$ cat src/rtl/pic_pkg.sv
package pic_pkg;
  localparam int PIC_DW = 8;
  localparam int PIC_N  = 8;
  localparam int PIC_IW = $clog2(PIC_N);
  localparam int PIC_BW = PIC_DW - PIC_IW;

  typedef enum logic [2:0] {
    SEQ_W1  = 3'd1,
    SEQ_W2  = 3'd2,
    SEQ_W3  = 3'd3,
    SEQ_W4  = 3'd4,
    SEQ_RDY = 3'd5
  } seq_t;

  // {found, index} of the lowest set bit
  function automatic logic [PIC_IW:0] lowest_set(input logic [PIC_N-1:0] v);
    logic [PIC_IW:0] r;
    r = '0;
    for (int i = PIC_N - 1; i >= 0; i--) begin
      if (v[i]) r = {1'b1, PIC_IW'(i)};
    end
    return r;
  endfunction

  function automatic logic [PIC_N-1:0] idx_to_bit(input logic [PIC_IW-1:0] idx);
    return PIC_N'(1) << idx;
  endfunction
endpackage

$ cat src/rtl/pic_cfg_seq.sv
module pic_cfg_seq
  import pic_pkg::*;
(
  input  logic              clk,
  input  logic              rst_n,
  input  logic              wr_en,
  input  logic              addr,
  input  logic [PIC_DW-1:0] wdata,
  output seq_t              seq_state,
  output logic              ltim,
  output logic              aeoi,
  output logic [PIC_BW-1:0] base,
  output logic [1:0]        rd_sel,
  output logic [PIC_N-1:0]  imr,
  output logic              icw1_hit,
  output logic              eoi_any,
  output logic              eoi_spec,
  output logic [PIC_IW-1:0] eoi_lvl
);
  logic ic4, sngl, ready, ocw_wr, p1_wr;

  always_comb begin
    ready    = (seq_state == SEQ_RDY);
    icw1_hit = wr_en && !addr && wdata[4];
    ocw_wr   = wr_en && !addr && !wdata[4] && ready;
    p1_wr    = wr_en && addr;
    eoi_any  = ocw_wr && !wdata[3] && wdata[5];
    eoi_spec = eoi_any && wdata[6];
    eoi_lvl  = wdata[PIC_IW-1:0];
  end

  always_ff @(posedge clk) begin
    if (!rst_n) begin
      seq_state <= SEQ_W1;
      ic4       <= 1'b0;
      sngl      <= 1'b0;
      ltim      <= 1'b0;
      aeoi      <= 1'b0;
      base      <= '0;
      rd_sel    <= 2'b10;
      imr       <= '0;
    end else if (icw1_hit) begin
      ic4       <= wdata[0];
      sngl      <= wdata[1];
      ltim      <= wdata[3];
      aeoi      <= 1'b0;
      imr       <= '0;
      seq_state <= SEQ_W2;
    end else if (p1_wr) begin
      case (seq_state)
        SEQ_W2: begin
          base <= wdata[PIC_DW-1:PIC_IW];
          if (!sngl)    seq_state <= SEQ_W3;
          else if (ic4) seq_state <= SEQ_W4;
          else          seq_state <= SEQ_RDY;
        end
        SEQ_W3:  seq_state <= ic4 ? SEQ_W4 : SEQ_RDY;
        SEQ_W4: begin
          aeoi      <= wdata[1];
          seq_state <= SEQ_RDY;
        end
        SEQ_RDY: imr <= wdata;
        default: ;
      endcase
    end else if (ocw_wr && wdata[3]) begin
      rd_sel <= wdata[1:0];
    end
  end
endmodule

$ cat src/rtl/pic_req_bank.sv
module pic_req_bank
  import pic_pkg::*;
(
  input  logic             clk,
  input  logic             rst_n,
  input  logic [PIC_N-1:0] irq_in,
  input  logic             ltim,
  input  logic             aeoi,
  input  logic             icw1_hit,
  input  logic             take,
  input  logic [PIC_N-1:0] take_oh,
  input  logic [PIC_N-1:0] eoi_clr,
  output logic [PIC_N-1:0] irr,
  output logic [PIC_N-1:0] isr
);
  logic [PIC_N-1:0] irq_prev;

  for (genvar g = 0; g < PIC_N; g++) begin : g_line
    logic rise, grab;
    assign rise = irq_in[g] && !irq_prev[g];
    assign grab = take && take_oh[g];

    always_ff @(posedge clk) begin
      if (!rst_n) begin
        irq_prev[g] <= 1'b0;
        irr[g]      <= 1'b0;
        isr[g]      <= 1'b0;
      end else begin
        irq_prev[g] <= irq_in[g];
        if (ltim) irr[g] <= irq_in[g];
        else      irr[g] <= (irr[g] && !grab) || rise;
        if (icw1_hit) isr[g] <= 1'b0;
        else          isr[g] <= (isr[g] && !eoi_clr[g]) || (grab && !aeoi);
      end
    end
  end
endmodule

$ cat src/rtl/pic_prio.sv
module pic_prio
  import pic_pkg::*;
(
  input  logic [PIC_N-1:0]  irr,
  input  logic [PIC_N-1:0]  imr,
  input  logic [PIC_N-1:0]  isr,
  input  logic              eoi_any,
  input  logic              eoi_spec,
  input  logic [PIC_IW-1:0] eoi_lvl,
  output logic              pend,
  output logic [PIC_IW-1:0] win_idx,
  output logic [PIC_N-1:0]  win_oh,
  output logic [PIC_N-1:0]  eoi_clr
);
  logic [PIC_IW:0] req_pick, svc_pick;

  always_comb begin
    req_pick = lowest_set(irr & ~imr);
    svc_pick = lowest_set(isr);
    pend     = req_pick[PIC_IW];
    win_idx  = req_pick[PIC_IW-1:0];
    win_oh   = idx_to_bit(win_idx);
    eoi_clr  = '0;
    if (eoi_any) begin
      if (eoi_spec)             eoi_clr = idx_to_bit(eoi_lvl);
      else if (svc_pick[PIC_IW]) eoi_clr = idx_to_bit(svc_pick[PIC_IW-1:0]);
    end
  end
endmodule

$ cat src/rtl/pic_core.sv
module pic_core
  import pic_pkg::*;
(
  input  logic              clk,
  input  logic              rst_n,
  input  logic              wr_en,
  input  logic              addr,
  input  logic [PIC_DW-1:0] wdata,
  output logic [PIC_DW-1:0] rdata,
  input  logic [PIC_N-1:0]  irq_in,
  input  logic              ack,
  output logic              int_pend,
  output logic [PIC_DW-1:0] vec_out
);
  seq_t              seq_state;
  logic              ltim, aeoi, icw1_hit, eoi_any, eoi_spec, take;
  logic [PIC_BW-1:0] base;
  logic [1:0]        rd_sel;
  logic [PIC_N-1:0]  imr, irr, isr, win_oh, eoi_clr;
  logic [PIC_IW-1:0] eoi_lvl, win_idx;

  pic_cfg_seq u_seq (
    .clk(clk), .rst_n(rst_n), .wr_en(wr_en), .addr(addr), .wdata(wdata),
    .seq_state(seq_state), .ltim(ltim), .aeoi(aeoi), .base(base),
    .rd_sel(rd_sel), .imr(imr), .icw1_hit(icw1_hit), .eoi_any(eoi_any),
    .eoi_spec(eoi_spec), .eoi_lvl(eoi_lvl)
  );

  pic_prio u_prio (
    .irr(irr), .imr(imr), .isr(isr), .eoi_any(eoi_any), .eoi_spec(eoi_spec),
    .eoi_lvl(eoi_lvl), .pend(int_pend), .win_idx(win_idx), .win_oh(win_oh),
    .eoi_clr(eoi_clr)
  );

  assign take = ack && int_pend;

  pic_req_bank u_req (
    .clk(clk), .rst_n(rst_n), .irq_in(irq_in), .ltim(ltim), .aeoi(aeoi),
    .icw1_hit(icw1_hit), .take(take), .take_oh(win_oh), .eoi_clr(eoi_clr),
    .irr(irr), .isr(isr)
  );

  assign vec_out = {base, win_idx};

  always_comb begin
    if (addr)                 rdata = imr;
    else if (rd_sel == 2'b10) rdata = irr;
    else if (rd_sel == 2'b11) rdata = isr;
    else                      rdata = '0;
  end
endmodule

$ cat config.mk
export PLATFORM = sky130hd
export DESIGN_NAME = pic_core
export DESIGN_NICKNAME = d
export VERILOG_FILES = /design/src/rtl/pic_pkg.sv /design/src/rtl/pic_cfg_seq.sv /design/src/rtl/pic_req_bank.sv /design/src/rtl/pic_prio.sv /design/src/rtl/pic_core.sv
export SDC_FILE = /design/constraint.sdc
export NUM_CORES = 1
export LEC_CHECK = 0
export BUFFER_PORTS_ARGS = -buffer_cell sky130_fd_sc_hd__buf_2
export CAP_MARGIN = 20
export CORE_AREA = 2 2 90 66
export CTS_CLUSTER_SIZE = 40
export DETAILED_ROUTE_END_ITERATION = 10
export DIE_AREA = 0 0 92 68
export GPL_TIMING_DRIVEN = 0
export PLACE_DENSITY = 0.75
export SYNTH_ARGS = -nofsm -noshare
export SYNTH_HDL_FRONTEND = slang
export SYNTH_HIERARCHICAL = 1
export SYNTH_SLANG_ARGS = --single-unit
$ cat constraint.sdc
create_clock -name clk -period 2 [get_ports clk]
set_input_delay 0.1 -clock clk [delete_from_list [all_inputs] [get_ports clk]]
set_output_delay 0.1 -clock clk [all_outputs]
set_load 0.01 [all_outputs]
==> results.toml <==
[status]
status = "complete, no violations"

[yosys]
synth_flop_cell = "dfxtp_1"
ys_types = 55
synthCells = 323
ys_ff_latch = 46
synth_top_area_share_pct = 33.7
seq_area_frac_synth_pct = 33.7
synth_fp_nets = 344
avgSynthCellArea_um2 = 8.46
syn-cell-area_um2 = 2730
synth_area_leaders = "dfxtp_1 (34%), nor2b_1 (5.5%), mux2i_1 (4.8%)"
synth_largest_area_cell = "dfxtp_1"
ys.warnings.count = 6
async_flop_share_pct = 0
synth_edf_count = 0

[final_layout]
fin_nets = 392
drive_gt1_share_pct = 30.4
area_growth_pct = 17.6
fill_cells = 517
fin_area_um2 = 3210
antenna_cells = 0
fin_util_pct = 58.8

[floorplanning]
dieArea_um2 = 6260
die_x_um = 92
core_um2 = 5470
die_height_um = 68
start_util_pct = 50.0
fp-row-count = 23
num_io_pins = 38

[power_and_ir_drop]
ir_drop_v = 0.000426
p_leak_nw = 1.27
p_per_area_nw_per_um2 = 615

[drt]
ant_nets = 0
drtPass1Iterations = 5
routedWlPerCell_um = 15.0
drc_errors = 0
initialDrtViolationCount = 192
drt-total-wl_mm = 6.69
viasPerCell = 5.40
vias = 2413

[timing]
hold_viol = 0
skew_ns = 0.00772
timing.final.crit_share_pct = 95.8
tns_ns = 0
worst_pin_slew_ns = 0.433
grt_setup_unrepaired = "yes"
max_freq_mhz = 522
min_period_ns = 1.92
holdWs_ns = 0.0253
setup_ws_ns = 0.0836
max_slew_margin_pct = 71.1
setup_viol = 0
drv_slew = 0

[cts]
cts_tree = "done"
hold_buffers = 0
clock_sinks = 46
cts-root-buf = "clkbuf_8"
clockBufferDepth = 2
clk_latency_ns = 0.29
cts_made_buffers = 5
cts_max_level = 2
clk_pin_slew_worst_paths_ns = 0.08

[place]
io_buffers = 36
placed_area_um2 = 3040
dp_hpwl_mm = 4.94
place_ws_ns = -0.290
gp_congestion = 0.846

[critical_path]
cp_max_fo = 3
cp_top_family = "simple AND/OR/NAND/NOR gates"
critPathSlowestCell = "dfxtp_1"
cpPeakStageDelay_ns = 0.37
path_cells = "nor2b_1, a21oi_2, or3_1, a21oi_1, nand2_1, nand3b_1, a21boi_0"
crit_buf_inv = 0
path_class = "flip-flop to flip-flop"
start_kind = "flip-flop"
cp_data_arrival_time_ns = 2.09
endpoint_kind = "flip-flop"
cp.required_ns = 2.18
r2r_slack_ns = 0.08

[min_path]
min_path_type = "primary input to flip-flop"

[global_route]
grt_overflow_total = 0
grt_pass1_wl_mm = 10.7
grt_pass1_vias = 2201
grt_antenna_before_repair = 0
grt_use_total_pct = 21.8
grt_max_degree = 15

[run]
drv_cap = 0
-- where the power goes --
part / leakage (nW) / switching, W / total (W) / internal (W)
clock: 0.0482 / 0.000310 / 0.000590 / 0.000280
combinational: 0.842 / 0.000224 / 0.000400 / 0.000175
sequential: 0.378 / 0.0000360 / 0.000985 / 0.000949
total: 1.27 / 0.000570 / 0.00197 / 0.00140
-- repair_timing --
item	4_1_cts	5_1_grt
pin swaps	4	10
setup endpoints to repair	8	8
resized for setup	1	15
setup buffers	4	3
-- final timing paths --
path                    from                 to  cells past startpoint
max             u_req/irr[7]       u_req/irr[7]                      7
min                irq_in[5]  u_req/irq_prev[5]                      2
max reg2reg     u_req/irr[7]       u_req/irr[7]                      7
min reg2reg  u_seq/rd_sel[0]    u_seq/rd_sel[0]                      2
-- final cells by class --
type / instances / area (um^2) / area share (%)
tap: 75 / 93.8 / 2.92
inverter: 13 / 48.8 / 1.52
buffer: 16 / 123 / 3.82
clock inverter: 1 / 5.00 / 0.156
timing repair buffer: 43 / 236 / 7.36
multi-input combinational: 246 / 1690 / 52.6
clock buffer: 7 / 86.3 / 2.69
sequential: 46 / 931 / 29.0
-- layout by cell type (no fill, tap or decap), types with 5 or more instances in the layout --
| master | count |
|---|---|
| dfxtp_1 | 42 |
| buf_2 | 40 |
| nand2_1 | 28 |
| nor2b_1 | 24 |
| o21ai_0 | 22 |
| a21oi_1 | 15 |
| nand3_1 | 15 |
| mux2i_1 | 13 |
| inv_1 | 13 |
| a21boi_0 | 12 |
| and2_1 | 11 |
| nor2_1 | 11 |
| nor2_2 | 10 |
| buf_4 | 10 |
| nand3b_1 | 10 |
| nand2b_1 | 9 |
| a21oi_2 | 9 |
| o21ai_1 | 8 |
| clkbuf_8 | 6 |
| buf_6 | 5 |
-- metal layers --
metal | GRT usage [%] | part of all wire (%) | vias to the layer above
li1 | - | - | 1218
met3 | 3.30 | 4.5 | 4
met2 | 35.1 | 44 | 55
met1 | 31.7 | 51 | 1136
met4 | 3.92 | 0.57 | 0
met5 | 0 | 0 | -
-- metrics by stage --
| stage | total power (W) | instances |
|---|---|---|
| 2_1_floorplan | 0.00127 | 323 |
| 3_3_place_gp | 0.00138 | 434 |
| 3_5_place_dp | 0.00138 | 434 |
| 4_1_cts | 0.00197 | 445 |
| 5_1_grt | 0.00206 | 447 |
| 6_report | 0.00197 | 447 |
-- cells in the mapped netlist, types with 5 or more instances --
library cell	n
nor2b_1	24
mux2i_1	13
nand2_1	28
o21ai_0	23
inv_1	13
nand2b_1	9
a21oi_1	15
buf_2	5
nand3_1	16
dfxtp_1	46
a21oi_2	9
o21ai_1	8
nor2_1	13
nor2_2	8
buf_6	5
a21boi_0	12
and2_1	12
nand3b_1	10
-- logic make-up (layout without fill, tap and decap cells) --
group           Yosys count  after routing  synth area share, %
simple gates            148            148                 34.6
compound gates           84             84                 20.1
flops                    46             46                 33.7
buf+inv                  31             80                 6.50
mux                      13             13                 4.76
xor+xnor                  1              1                0.321
-- sequential cells by signal, indices dropped and copies added, names as in the netlist --
signal and flops:
u_req/isr 8, u_seq/sngl 1, u_seq/base 5, u_seq/rd_sel 2, u_seq/imr 8, u_req/irr 8
u_seq/ic4 1, u_seq/seq_state 3, u_req/irq_prev 8, u_seq/ltim 1, u_seq/aeoi 1
Power figures use the tool's default switching activity.
